===== src/rtl/hbSupPkg.sv =====
package hbSupPkg;

  typedef enum logic [1:0] {
    LEG_Z  = 2'b00,
    LEG_LO = 2'b01,
    LEG_HI = 2'b10
  } legCmd_e;

  // strobes from control to datapath
  typedef struct packed {
    logic forceOff;    // a stopping fault is present
    logic raiseFault;  // any fault, stopping or not
  } supStrobe_t;

endpackage


===== src/rtl/hbSupCtrl.sv =====
module hbSupCtrl
  import hbSupPkg::*;
#(
  parameter int OCP_CYC = 250,
  parameter int LIM_CYC = 34_375_000
) (
  input  logic       clk,
  input  logic       rstN,
  input  logic       dirA,
  input  logic       dirB,
  input  logic       ocpRaw,
  input  logic       overTemp,
  input  logic       underVolt,
  input  logic       limActive,
  output supStrobe_t strobe
);

  localparam int OW = (OCP_CYC > 2) ? $clog2(OCP_CYC) : 1;
  localparam int LW = (LIM_CYC > 2) ? $clog2(LIM_CYC) : 1;
  localparam logic [OW-1:0] OCP_LAST = OW'(OCP_CYC - 1);
  localparam logic [LW-1:0] LIM_LAST = LW'(LIM_CYC - 1);

  logic [OW-1:0] ocpCnt;
  logic [LW-1:0] limCnt;
  logic ocpLatch;
  logic limFlag;
  logic sleepReq;
  logic ocpRun;
  logic limRun;
  logic ocpTrip;

  assign sleepReq = !dirA && !dirB;
  // undervoltage resets the internal timers, so it gates both runs
  assign ocpRun   = ocpRaw && !underVolt;
  assign limRun   = limActive && !underVolt && !sleepReq;
  assign ocpTrip  = ocpRun && (ocpCnt == OCP_LAST);

  always_ff @(posedge clk or negedge rstN) begin
    if (!rstN) begin
      ocpCnt <= '0;
    end else if (!ocpRun) begin
      ocpCnt <= '0;
    end else if (ocpCnt != OCP_LAST) begin
      ocpCnt <= ocpCnt + 1'b1;
    end
  end

  // sticky until power-on reset
  always_ff @(posedge clk or negedge rstN) begin
    if (!rstN) ocpLatch <= 1'b0;
    else if (ocpTrip) ocpLatch <= 1'b1;
  end

  always_ff @(posedge clk or negedge rstN) begin
    if (!rstN) begin
      limCnt <= '0;
    end else if (!limRun) begin
      limCnt <= '0;
    end else if (limCnt != LIM_LAST) begin
      limCnt <= limCnt + 1'b1;
    end
  end

  always_ff @(posedge clk or negedge rstN) begin
    if (!rstN) limFlag <= 1'b0;
    else limFlag <= limRun && (limFlag || (limCnt == LIM_LAST));
  end

  always_comb begin
    strobe.forceOff   = underVolt || ocpLatch || overTemp;
    strobe.raiseFault = underVolt || ocpLatch || overTemp || limFlag;
  end

  // the overcurrent latch never drops before reset
  a_r5_ocp_sticky: assert property (@(posedge clk) disable iff (!rstN)
    ocpLatch |=> ocpLatch);

  // undervoltage leaves both timers and the limit flag cleared
  a_r7_uv_clears_timers: assert property (@(posedge clk) disable iff (!rstN)
    underVolt |=> (ocpCnt == '0 && limCnt == '0 && !limFlag));

  // no overcurrent latch can form on an undervoltage edge
  a_r7_uv_blocks_trip: assert property (@(posedge clk) disable iff (!rstN)
    (underVolt && !ocpLatch) |=> !ocpLatch);

  // sleep clears the current-limit fault
  a_r9_sleep_clears_lim: assert property (@(posedge clk) disable iff (!rstN)
    sleepReq |=> !limFlag);

endmodule


===== src/rtl/hbSupPath.sv =====
module hbSupPath
  import hbSupPkg::*;
(
  input  logic       clk,
  input  logic       rstN,
  input  logic       dirA,
  input  logic       dirB,
  input  supStrobe_t strobe,
  output logic [1:0] legA,
  output logic [1:0] legB,
  output logic       bridgeEn,
  output logic       faultN
);

  legCmd_e nextA;
  legCmd_e nextB;
  logic    nextEn;

  always_comb begin
    nextA  = LEG_Z;
    nextB  = LEG_Z;
    nextEn = 1'b0;
    if (!strobe.forceOff) begin
      unique case ({dirA, dirB})
        2'b10: begin nextA = LEG_HI; nextB = LEG_LO; nextEn = 1'b1; end
        2'b01: begin nextA = LEG_LO; nextB = LEG_HI; nextEn = 1'b1; end
        2'b11: begin nextA = LEG_HI; nextB = LEG_HI; nextEn = 1'b1; end
        default: begin nextA = LEG_Z; nextB = LEG_Z; nextEn = 1'b0; end
      endcase
    end
  end

  always_ff @(posedge clk or negedge rstN) begin
    if (!rstN) begin
      legA     <= LEG_Z;
      legB     <= LEG_Z;
      bridgeEn <= 1'b0;
      faultN   <= 1'b1;
    end else begin
      legA     <= nextA;
      legB     <= nextB;
      bridgeEn <= nextEn;
      faultN   <= !strobe.raiseFault;
    end
  end

  // a stopping fault floats both legs
  a_r3_off_floats: assert property (@(posedge clk) disable iff (!rstN)
    strobe.forceOff |=> (legA == LEG_Z && legB == LEG_Z && !bridgeEn));

  // brake drives both legs high
  a_r1_brake_high: assert property (@(posedge clk) disable iff (!rstN)
    (!strobe.forceOff && dirA && dirB) |=> (legA == LEG_HI && legB == LEG_HI));

  // sleep floats both legs
  a_r2_sleep_floats: assert property (@(posedge clk) disable iff (!rstN)
    (!dirA && !dirB) |=> (legA == LEG_Z && legB == LEG_Z && !bridgeEn));

  // any fault pulls the flag low
  a_r3_flag_low: assert property (@(posedge clk) disable iff (!rstN)
    strobe.raiseFault |=> !faultN);

endmodule


===== src/rtl/hbSupervisor.sv =====
module hbSupervisor
  import hbSupPkg::*;
#(
  parameter int OCP_CYC = 250,
  parameter int LIM_CYC = 34_375_000
) (
  input  logic       clk,
  input  logic       rstN,
  input  logic       dirA,
  input  logic       dirB,
  input  logic       ocpRaw,
  input  logic       overTemp,
  input  logic       underVolt,
  input  logic       limActive,
  output logic [1:0] legA,
  output logic [1:0] legB,
  output logic       bridgeEn,
  output logic       faultN
);

  supStrobe_t strobe;

  hbSupCtrl #(.OCP_CYC(OCP_CYC), .LIM_CYC(LIM_CYC)) uCtrl (
    .clk(clk), .rstN(rstN), .dirA(dirA), .dirB(dirB),
    .ocpRaw(ocpRaw), .overTemp(overTemp), .underVolt(underVolt),
    .limActive(limActive), .strobe(strobe)
  );

  hbSupPath uPath (
    .clk(clk), .rstN(rstN), .dirA(dirA), .dirB(dirB), .strobe(strobe),
    .legA(legA), .legB(legB), .bridgeEn(bridgeEn), .faultN(faultN)
  );

endmodule


===== config.mk =====
export PLATFORM = sky130hd
export DESIGN_NAME = hbSupervisor
export DESIGN_NICKNAME = d
export VERILOG_FILES = /design/src/rtl/hbSupPkg.sv /design/src/rtl/hbSupCtrl.sv /design/src/rtl/hbSupPath.sv /design/src/rtl/hbSupervisor.sv
export SDC_FILE = /design/constraint.sdc
export NUM_CORES = 1
export LEC_CHECK = 0
export BUFFER_PORTS_ARGS = -buffer_cell sky130_fd_sc_hd__buf_4
export CORE_ASPECT_RATIO = 0.5
export CORE_MARGIN = 5
export CORE_UTILIZATION = 45
export CTS_BUF_LIST = sky130_fd_sc_hd__clkbuf_4 sky130_fd_sc_hd__clkbuf_8
export DETAILED_ROUTE_END_ITERATION = 7
export HOLD_SLACK_MARGIN = 0.08
export PLACE_DENSITY = 0.6
export SLEW_MARGIN = 20
export SYNTH_ARGS = -nofsm -noshare
export SYNTH_HDL_FRONTEND = slang
export SYNTH_SLANG_ARGS = --single-unit

===== constraint.sdc =====
create_clock -name clk -period 2.6 [get_ports clk]
set_input_delay 0.13 -clock clk [delete_from_list [all_inputs] [get_ports clk]]
set_output_delay 0.13 -clock clk [all_outputs]
set_load 0.02 [all_outputs]

==> metrics list, run 1 <==
- Share of layout cells above drive strength 1: 12.50%
* Vertical die dimension: 58.43 um
- Buffer type at the clock tree root: clkbuf_8
- Reported leakage power: 1.032 nW
- In this run the number of H-tree levels came out at 2.
* Slowest stage cell, crit path: or4_1
* WP buf/inv: 0
- STA classifies the critical path startpoint as a flop.
- Post-synthesis instance total: 210
- The number of nets handed over by synthesis was 222.
- For this run, the total global-route usage over all layers was measured as 15.24%.
- Synthesis Warnings: 0
- Multi-input combinational cell area: 999.7 um2
* Clk_skew: 0.006596 ns
* Filler cell count: 397
* Pwr dens: 479.9 mW/mm2
- Reg-to-Reg Start: uCtrl.limCnt[3]
- TritonCTS clock tree: done
- The synthesized netlist occupies a cell area of 0.002111 mm2.
- Input and output buffers added on the ports amount to 13.
- The critical path goes through and4_1 > nand4_4 > or4_1 > a21oi_1.
* Dominant delay contributor by cell family on the critical path: simple AND/OR/NAND/NOR gates
- Total stage count of the critical path: 4
- Wire length per cell: 15.16 um
* IR drop worst, VDD: 0.0002603 V
- DRC violation count after routing: 0
* Inserted Diodes: 0
- Worst hold margin: 0.1546 ns
* Core occupancy in the finished layout: 53.75%
- Share of synthesized flip-flops with an asynchronous set or reset: 100.0%
- Data arrives at the worst endpoint at 2.20 ns.
* Routed via count divided by cell count: 5.747
- The number of antenna violations at the first check in global routing came to 0.
- Count of endpoints failing setup in the final report: 0
- Syn Area/Cell: 10.05 um2
- Registers take 0.001052 mm2.
- The total count of hold-check failures in the final report was 0.
- The first detailed-routing pass took 4 iterations.
- The worst setup path is captured at a flop.
- Via count of the first global-routing pass: 1648
- Timing would allow up to 505.9 MHz.
- Total negative slack: 0 ns
* DRT iter0 DRCs: 108
* Hold Path Origin: underVolt
* Main synth FF type: dfrtp_1
* Max-Cap Viols: 0
* Slowest stage delay, CP: 0.52 ns
- #FFs+latches synth: 42
- WL final: 4382 um
- Setup repair after global routing left no endpoint under its margin.
- The floorplan step defined a core boundary enclosing 0.004467 mm2.
- The floorplan step set the die width to 106.9 um.
- For the pin with the worst max-slew slack, the measured transition is 0.5753 ns.
* Insertion delay of the later-clocked pin in the worst-skew pair: 0.30 ns
- DR vias: 1661
- Final-report max-slew violation count: 0
* Top library cells by usage in the layout, fill and taps aside: dfrtp_1, a21oi_1, nor2_1, nand2_1, buf_4
- Std-Cell Rows: 17
- The first global-routing pass estimated 7555 um of wire.
* Number of enable-type register cells in the synthesized netlist: 0
- STA puts the critical path data required time at 2.82 ns.
- Leaving out fill and tap cells, the most frequent cell in the layout is dfrtp_1.
* Net count reported at finish: 243
- Maximum fanout along the worst path: 15
* Clk pin slew, worst setup/hold paths: 0.09 ns
* WS Path Type: flop to flop
- Buffers inserted during clock tree synthesis total 5.
- In this run the tightest slew margin relative to its limit is 61.35%.
* # IOs: 14
- Final Critical Period: 1.977 ns
- Share of the yosys chip area belonging to registers: 49.85%
- Remaining antenna violation count: 0
- Entering global routing, the biggest net connects 43 pins.
* Class of the tightest hold or removal check: input pin to flop
- Count of cells along the worst hold path: 4
- Measured in cells, the most critical reg-to-reg path has a length of 4.
- Power comes to 1.152 mW.
* Full die area: 0.006244 mm2
- For this design, the sink count on the clock tree is 42.
* Layout-stage area growth over the synthesis result: 13.75%
* Placed wire-length estimate: 3008 um
- Distinct cell type count after synthesis: 40
- Of the available clock period, the critical path in the final layout requires 76.02%.
- At the end of routability-driven placement, the weighted congestion stood at 0.8106.
* Worst setup startpoint: uCtrl.limCnt[3]
- The run finished with clean final reports.
- For this run the aggregate overflow at the end of global routing stands at 0.
- Maximum clock path buffer count: 2
- Initial standard-cell utilization of the core: 47.25%
[timing repair]
item | CTS | global route
gates resized for setup | 0 | 0
endpoints found under the hold margin | 45 | 0
buffers inserted | 0 | 0
hold buffers | 6 | 0
[path summary, 6_finish.rpt]
| kind | to | slack (ns) |
|---|---|---|
| max | uCtrl.limCnt[21] | 0.62 |
| min | uPath.legA[0] | 0.15 |
| max reg2reg | uCtrl.limCnt[21] | 0.62 |
| min reg2reg | uCtrl.ocpLatch | 0.53 |
| max in group asynchronous | uPath.faultN | 1.88 |
| min in group asynchronous | uCtrl.ocpCnt[3] | 0.33 |
[cells in the mapped netlist (3+ instances only)]
master    n  share of area [%]
or3_1     9                2.7
o31ai_1   5                1.8
or4_1     5                1.8
and4_1    4                1.7
a21oi_1  18                4.3
nor4b_1   5                2.1
nand3_1  12                2.8
nor3_1    5                1.2
and3_1    4                1.2
and2_1    3               0.89
nand4_1   9                2.7
inv_1     6                1.1
nor2_1   15                2.7
ha_1      4                2.4
dfrtp_1  41                 49
nand2_1  14                2.5
xor2_1   11                4.6
o21ai_0  13                3.1
[worst reg2reg max path, delay by kind of cell (launching register included)]
kind / cells / cell delay [ns]
and+or+nand+nor: 3 / 1.30
DFF: 1 / 0.44
AOI/OAI and AO/OA: 1 / 0.16
[flip-flops by register name (all words and copies together), names as in the netlist]
signal,count
uCtrl.ocpCnt,8
uPath.legB,2
uPath.bridgeEn,1
uCtrl.limCnt,26
uCtrl.limFlag,1
uPath.faultN,1
uPath.legA,2
uCtrl.ocpLatch,1
[power by group]
group / internal, mW / total [mW] / leakage [nW] / switching (mW)
clock network: 0.189 / 0.424 / 0.0441 / 0.236
registers: 0.660 / 0.664 / 0.579 / 0.00416
logic: 0.0250 / 0.0642 / 0.408 / 0.0392
total: 0.873 / 1.15 / 1.03 / 0.279
[cell families (layout without fill, tap and decap cells)]
| family | Yosys count | after routing | share of synthesized area (%) |
|---|---|---|---|
| adder cells (fa/ha/maj) | 4 | 4 | 2.371 |
| buffers and inverters | 12 | 34 | 2.786 |
| AND/OR/NAND/NOR | 94 | 94 | 26.73 |
| flip-flops | 42 | 42 | 49.85 |
| XOR/XNOR | 13 | 13 | 5.394 |
| AO/OA/AOI/OAI | 44 | 44 | 12.39 |
| multiplexers | 1 | 1 | 0.4742 |
[through the flow]
stage	worst slack [ns]	cells	instance area, um2
after floorplan	1.062	210	2111
after global placement	0.7412	275	2251
after detailed placement	0.6629	275	2251
after CTS	0.6456	289	2401
after global routing	0.5332	289	2401
final	0.6234	289	2401
[routing by layer]
metal	vias up	global-route usage, %	routed length (um)
met5	-	0	0
met4	0	3.461	21
met3	4	4.491	167
met2	28	25.04	1981
met1	807	20.23	2212
li1	822	-	-
[final cells by class]
type                    instances  share of cell area [%]
flip-flops and latches         42                   43.82
multi-input cells             156                   41.64
repair buffers                 20                   6.879
well taps                      57                   2.970
clock buffers                   5                   2.866
inverters                       6                  0.9380
clock inverters                 3                  0.8859
(Power assumes the default switching activity.)
==> run 2, diff against run 1 <==
--- a/config.mk
+++ b/config.mk
@@ -12,7 +12,7 @@
 export CTS_BUF_LIST = sky130_fd_sc_hd__clkbuf_4 sky130_fd_sc_hd__clkbuf_8
 export DETAILED_ROUTE_END_ITERATION = 7
 export HOLD_SLACK_MARGIN = 0.08
-export PLACE_DENSITY = 0.6
+export PLACE_DENSITY = 0.63
 export SLEW_MARGIN = 20
 export SYNTH_ARGS = -nofsm -noshare
 export SYNTH_HDL_FRONTEND = slang
==> constraint.sdc (replaced) <==
create_clock -name clk -period 1.7 [get_ports clk]
set_input_delay 0.085 -clock clk [delete_from_list [all_inputs] [get_ports clk]]
set_output_delay 0.085 -clock clk [all_outputs]
set_load 0.02 [all_outputs]
==> metrics list, run 2 (synthesized netlist as in run 1, its figures left out) <==
* Post-route cell area: 0.002644 mm2 (+10%)
- Total negative slack: 0 ns (unchanged)
- The highest clock frequency the design can meet was 627.1 MHz (+24%).
- Setup repair after global routing left no endpoint under its margin.
- Wire length per cell: 14.83 um (-2.2%)
- STA classifies the critical path endpoint as a flop.
* Run status: finished, final reports clean
- Pin count of the biggest net entering global routing: 43 (unchanged)
- TritonCTS built the clock tree.
* Flop2flop setup slack: 0.11 ns (-0.52 ns)
- Slowest stage delay, CP: 0.45 ns (-0.07 ns)
* Vertical die dimension: 58.43 um (unchanged)
* # IOs: 14 (unchanged)
- DR vias: 1775 (+6.9%)
- Via count of the first global-routing pass: 1695 (+2.9%)
- Full die area: 0.006244 mm2 (unchanged)
- Hold Path Origin: underVolt
- Initial standard-cell utilization of the core: 47.25% (unchanged)
- The largest voltage drop on the vdd net came to 0.0004026 V (+55%).
* CP cell instances: ha_4 > and3_1 > and3_1 > a2111o_1 > o21ai_0
- The worst reg-to-reg path cell count came to 5 (+1).
- The total routing usage reported by global routing was 16.05% (+0.81 points).
* Critical Path Most Common Cell: and3_1
- Maximum clock path buffer count: 2 (unchanged)
* Insertion delay of the later-clocked pin in the worst-skew pair: 0.29 ns (about the same)
* Remaining antenna violation count: 0 (unchanged)
- Routed via count divided by cell count: 5.689 (-1.0%)
- Leaving out fill and tap cells, the most frequent cell in the layout is dfrtp_1.
- Reported leakage power: 1.175 nW (+14%)
* Max-Cap Viols: 0 (unchanged)
- Slowest stage cell, crit path: dfrtp_2
* Launching element type of the critical path: flop
- The data arrival time at the worst-slack endpoint came to 1.81 ns (-0.39 ns).
* GP Congestion: 0.7632 (-5.8%)
- Number of flip-flops in the largest register: 26 (unchanged)
- In the layout the commonest cells are dfrtp_1, buf_4, a21oi_1, nor2_1, nand2_1.
* Final WS setup: 0.1054 ns (-0.5180 ns)
- Layout-stage area growth over the synthesis result: 25.25%
- Clk_skew: 0.004068 ns (-0.002528 ns)
- In this run the worst hold path is classified as input pin to flop.
* Reg-to-Reg Start: uCtrl.limCnt[0]
* Initial antenna violation count: 0 (unchanged)
* Worst-case setup slack after placement: 0.01142 ns (-0.6515 ns)
- Clk pin slew, worst setup/hold paths: 0.08 ns (about the same)
* Congestion Overflow GR: 0 (unchanged)
- Std-Cell Rows: 17 (unchanged)
- Final hold violation count: 0 (unchanged)
* Pwr dens: 714.8 mW/mm2 (+49%)
* Maximum fanout along the worst path: 5 (-10)
- WS Path Type: flop to flop
* Horizontal extent of the die: 106.9 um (unchanged)
- Number of iterations in the first detailed-routing pass: 4 (unchanged)
- The CTS buffer count was 5 (unchanged).
* Buffer type at the clock tree root: clkbuf_8
- WL final: 4628 um (+5.6%)
- The global-route wire length before repair is 7935 um (+5.0%).
* Number of I/O port buffers: 13 (unchanged)
* Inserted Diodes: 0 (unchanged)
- The total number of clock tree sinks came to 42 (unchanged).
* Post-detailed-placement cell area: 0.002386 mm2 (+6.0%)
- Max_slew headroom: 65.03% (+3.7 points)
- The final period utilization came to 93.80% (+18 points).
- Count of endpoints failing setup in the final report: 0 (unchanged)
- The worst hold path cell count came to 4 (unchanged).
- The worst register-to-register path ends at uCtrl.limCnt[3].
* Net count reported at finish: 266 (+9.5%)
* Core occupancy in the finished layout: 59.19% (+5.4 points)
- Final-report max-slew violation count: 0 (unchanged)
* DRC violation count after routing: 0 (unchanged)
- Placed wire-length estimate: 3184 um (+5.8%)
* Area of the core: 0.004467 mm2 (unchanged)
- The largest registers in the layout are uCtrl.limCnt (26), uCtrl.ocpCnt (8).
- The transition at the pin with the smallest max-transition slack is 0.5246 ns (-0.05068 ns).
* Endpoint, Worst Hold: uPath.legA[0]
- Maximum level of the CTS H-tree: 2 (unchanged)
- The worst path required time is 1.91 ns (-0.91 ns).
- The total power after layout came to 1.890 mW (+64%).
- The post-route minimum period is 1.595 ns (-0.3820 ns).
- DRT iter0 DRCs: 90 (-17%)
- The share of layout cells above drive strength 1 is 23.92% (+11 points).
* Register bank with the most flops: uCtrl.limCnt
==> run 2: changes by cell type in the layout (fill, tap and decap cells not counted), sizes merged <==
cell	change
clkinvlp	-1
buf	+23
bufinv	+1
==> run 2: layout make-up <==
type / count / area, um2
clock inverters: 3 / 40.04
inverters: 6 / 22.52
clock buffers: 5 / 68.82
well taps: 57 / 71.32
fillers: 399 / 1823
multi-input cells: 156 / 1049
flip-flops and latches: 42 / 1055
repair buffers: 43 / 337.8
==> run 2: stage by stage <==
step | instances | hold WS (ns)
floorplan | 210 | -0.2106
global placement | 293 | 0.1021
detailed placement | 293 | 0.1075
CTS | 307 | 0.1354
global route | 312 | 0.1730
finish | 312 | 0.1427
==> run 2: layer usage <==
metal	routed length, um	vias to the layer above	GRT usage [%]
met5	0	-	0
met4	66	0	5.100
met3	142	8	4.600
met2	2165	21	25.49
met1	2253	885	21.54
li1	-	861	-
==> run 2: worst max-delay path by stage <==
stage	startpoint	endpoint	slack, ns
finish	uCtrl.limCnt[0]	uCtrl.limCnt[3]	0.11
global route	uCtrl.limCnt[4]	uCtrl.limCnt[13]	0.0009
CTS	uCtrl.limCnt[20]	uCtrl.limCnt[2]	0.003
detailed placement	uCtrl.limCnt[5]	uCtrl.limCnt[13]	0.01
global placement	uCtrl.limCnt[20]	uCtrl.limCnt[2]	0.01
floorplan	uCtrl.limCnt[3]	uCtrl.limCnt[24]	0.16
==> run 2: repair_timing <==
item,in CTS,in global routing
setup endpoints to repair,6,19
hold endpoints to repair,48,0
resized for setup,1,14
hold buffers,6,0
setup buffers,0,5
==> run 2: power by group <==
| group | leakage (nW) | total (mW) | internal, mW | switching [mW] |
|---|---|---|---|---|
| sequential | 0.576 | 1.02 | 1.01 | 0.00711 |
| combinational | 0.541 | 0.100 | 0.0388 | 0.0616 |
| clock | 0.0579 | 0.773 | 0.432 | 0.341 |
==> run 2: critical path, delay by kind of cell (launching register included) <==
family | cells | cell delay (ns)
simple gates | 2 | 0.44
fa+ha+maj | 1 | 0.19
flops | 1 | 0.45
compound gates | 2 | 0.43
==> run 3, diff against run 2 <==
--- a/config.mk
+++ b/config.mk
@@ -6,7 +6,7 @@
 export NUM_CORES = 1
 export LEC_CHECK = 0
 export BUFFER_PORTS_ARGS = -buffer_cell sky130_fd_sc_hd__buf_4
-export CORE_ASPECT_RATIO = 0.5
+export CORE_ASPECT_RATIO = 1.4
 export CORE_MARGIN = 5
 export CORE_UTILIZATION = 45
 export CTS_BUF_LIST = sky130_fd_sc_hd__clkbuf_4 sky130_fd_sc_hd__clkbuf_8
==> metrics list, run 3 (synthesized netlist as in run 1, its figures left out) <==
- The vias per cell is 5.456 (-4.1%).
* Placed wire-length estimate: 3258 um (+2.3%)
- The DRC violations left came to 0 (unchanged).
* Final-report max-slew violation count: 0 (unchanged)
- Req. time, crit path: 1.91 ns (about the same)
- Flop2flop setup slack: 0.06 ns (-0.05 ns)
* WP buf/inv: 0 (unchanged)
- The transition at the pin with the smallest max-transition slack came to 0.5291 ns (+0.004489 ns).
- Count of cells along the worst hold path: 4 (unchanged)
* Vertical die dimension: 91.04 um (+56%)
- Sequential cell area: 0.001052 mm2 (-0.24%)
- The core region area is 0.004536 mm2 (+1.5%).
- The critical path ends at uCtrl.limCnt[3].
* Count of endpoints failing setup in the final report: 0 (unchanged)
- The headroom to the max-slew limit was 64.73% (-0.30 points).
* Class of the tightest hold or removal check: input pin to flop
- Pin count of the biggest net entering global routing: 43 (unchanged)
- Pwr dens: 683.4 mW/mm2 (-4.4%)
* Launching element type of the critical path: flop
- The count of inserted antenna diode cells was 0 (unchanged).
- The max-cap violation count was 0 (unchanged).
- Share of layout cells above drive strength 1: 22.44% (-1.5 points)
* Initial standard-cell utilization of the core: 46.54% (-0.72 points)
* Clk pin slew, worst setup/hold paths: 0.07 ns (about the same)
- TritonCTS clock tree: done
- The startpoint identified for the worst register-to-register timing path is uCtrl.limCnt[0].
- IR drop worst, VDD: 0.0004921 V (+22%)
- Final hold violation count: 0 (unchanged)
- DR vias: 1724 (-2.9%)
- The port buffer count was 13 (unchanged).
* Most common library cell in the layout ignoring fill and taps: dfrtp_1
- Remaining antenna violation count: 0 (unchanged)
- Horizontal extent of the die: 67.88 um (-36%)
- Type of element capturing the critical path: flop
* Std-Cell Rows: 29 (+12)
* Via count of the first global-routing pass: 1720 (+1.5%)
* Layout-stage area growth over the synthesis result: 24.18%
- # IOs: 14 (unchanged)
- Congestion Overflow GR: 0 (unchanged)
- The number of fillers in the final layout was 391 (-2.0%).
* WP data arrival: 1.85 ns (+0.04 ns)
- The critical path starts at uCtrl.limCnt[0].
* Post-route cell area: 0.002621 mm2 (-0.85%)
* Maximum fanout along the worst path: 5 (unchanged)
* Number of buffers added by the clock tree synthesis step: 5 (unchanged)
* Register bank with the most flops: uCtrl.limCnt
* Global-route usage over all layers: 16.38% (+0.33 points)
- The area taken by multi-input logic gates is 0.001051 mm2 (+0.24%).
- The number of stages on the worst setup path is 5 (unchanged).
- The die area came to 0.006179 mm2 (-1.0%).
- Initial antenna violation count: 0 (unchanged)
* Final cell count without fillers: 316 (+1.3%)
* Slowest stage cell, crit path: dfrtp_1
* Maximum level of the CTS H-tree: 2 (unchanged)
- Grouping stages by cell kind, the critical path spends the most delay in simple AND/OR/NAND/NOR gates.
- Clk_skew: 0.006261 ns (+0.002193 ns)
- Counting stages on the worst path, the most repeated cell is and3_1.
- The post-placement setup slack came to -0.01620 ns (-0.02762 ns).
* Run status: finished, final reports clean
- The placed instance area is 0.002407 mm2 (+0.89%).
* Number of flip-flops in the largest register: 26 (unchanged)
- The routability-driven placement congestion ratio came to 0.8496 (+11%).
* Total Power: 1.791 mW (-5.2%)
* WL final: 4607 um (-0.45%)
- The root buffer cell chosen for the clock tree is clkbuf_8.
- Portion of the clock cycle consumed by the worst path in the final layout: 96.63% (+2.8 points)
- Regs by FF count: uCtrl.limCnt (26), uCtrl.ocpCnt (8)
- The worst register-to-register path ends at uCtrl.limCnt[3].
- The count of nets after finishing was 265 (-0.38%).
* Wire length of the first global-routing pass: 7900 um (-0.44%)
- WS Path Type: flop to flop
- Number of iterations in the first detailed-routing pass: 4 (unchanged)
- The routed length per instance is 14.58 um (-1.7%).
* Top library cells by usage in the layout, fill and taps aside: dfrtp_1, buf_4, a21oi_1, nor2_1, nand2_1
- The highest clock frequency the design can meet came to 608.8 MHz (-2.9%).
- The clock tree buffer depth came to 2 (unchanged).
* Insertion delay of the later-clocked pin in the worst-skew pair: 0.29 ns (about the same)
* Total number of clock tree sinks: 42 (unchanged)
- The post-route minimum period came to 1.643 ns (+0.04803 ns).
* Final WS setup: 0.05736 ns (-0.04803 ns)
- The static leakage was 1.177 nW (+0.15%).
* Worst hold margin: 0.1285 ns (-0.01423 ns)
- The largest incremental delay on the critical path was 0.43 ns (-0.02 ns).
- Worst Reg-to-Reg Cells: 5 (unchanged)
* DRT iter0 DRCs: 52 (-42%)
* Number of placed instances, taps included: 300 (+2.4%)
- CP cell instances: ha_1 > and3_1 > and3_1 > a2111o_1 > o21ai_0
==> run 3: changes by cell type in the layout (fill, tap and decap cells not counted), moves of 2 or more <==
cell     delta
ha_1        +2
dfrtp_1     +2
dfrtp_2     -2
buf_4       -2
==> run 3: power by group <==
part           internal [mW]  switching [mW]  total (mW)
Combinational         0.0402          0.0604       0.101
Clock                  0.344           0.331       0.675
Sequential              1.01         0.00672        1.02
Total                   1.39           0.399        1.79
==> run 3: routing by layer <==
layer  routed length [um]  vias up  part of all wire (%)  GRT usage [%]
li1                     -      864                     -              -
met1                 2026      835                    44          20.76
met2                 2400       20                    52          27.29
met3                  115        5                   2.5          3.704
met4                   65        0                   1.4          4.975
met5                    0        -                     0              0
==> run 3: worst min path at each step <==
| stage | end | slack (ns) | from |
|---|---|---|---|
| finish | uPath.legA[1] | 0.13 | underVolt |
| global route | uPath.legA[1] | 0.15 | underVolt |
| CTS | uPath.legA[0] | 0.12 | underVolt |
| global placement | uCtrl.limCnt[13] | 0.11 | rstN |
| floorplan | uCtrl.limCnt[0] | -0.21 | rstN |
| detailed placement | uCtrl.limCnt[13] | 0.1 | rstN |
==> run 3: area by class of cell <==
| class | instances | area share (%) |
|---|---|---|
| clock buffer | 7 | 3.437 |
| multi-input combinational | 157 | 40.10 |
| tap | 62 | 2.959 |
| clock inverter | 1 | 0.1909 |
| inverter | 6 | 0.8592 |
| timing repair buffer | 41 | 12.32 |
| sequential | 42 | 40.14 |
==> run 3: tightest hold or removal path: cells and delay by family <==
kind	cells	cell delay, ns
buffers and inverters	2	0.14
AND/OR/NAND/NOR	2	0.16
==> run 3: what timing repair did <==
| action | in CTS | in global routing |
|---|---|---|
| gates resized for setup | 3 | 7 |
| hold buffers | 6 | 0 |
| setup buffers | 0 | 1 |
| endpoints found under the setup margin | 3 | 14 |
| hold endpoints to repair | 48 | 0 |
| pin swaps | 0 | 1 |
| cloned | 0 | 1 |
==> run 3: metrics by stage <==
step / TNS [ns] / utilization [%]
6_report: 0 / 57.79
5_1_grt: -0.008444 / 57.79
4_1_cts: 0 / 56.97
3_5_place_dp: -0.03130 / 53.08
3_3_place_gp: -0.002372 / 53.08
2_1_floorplan: 0 / -
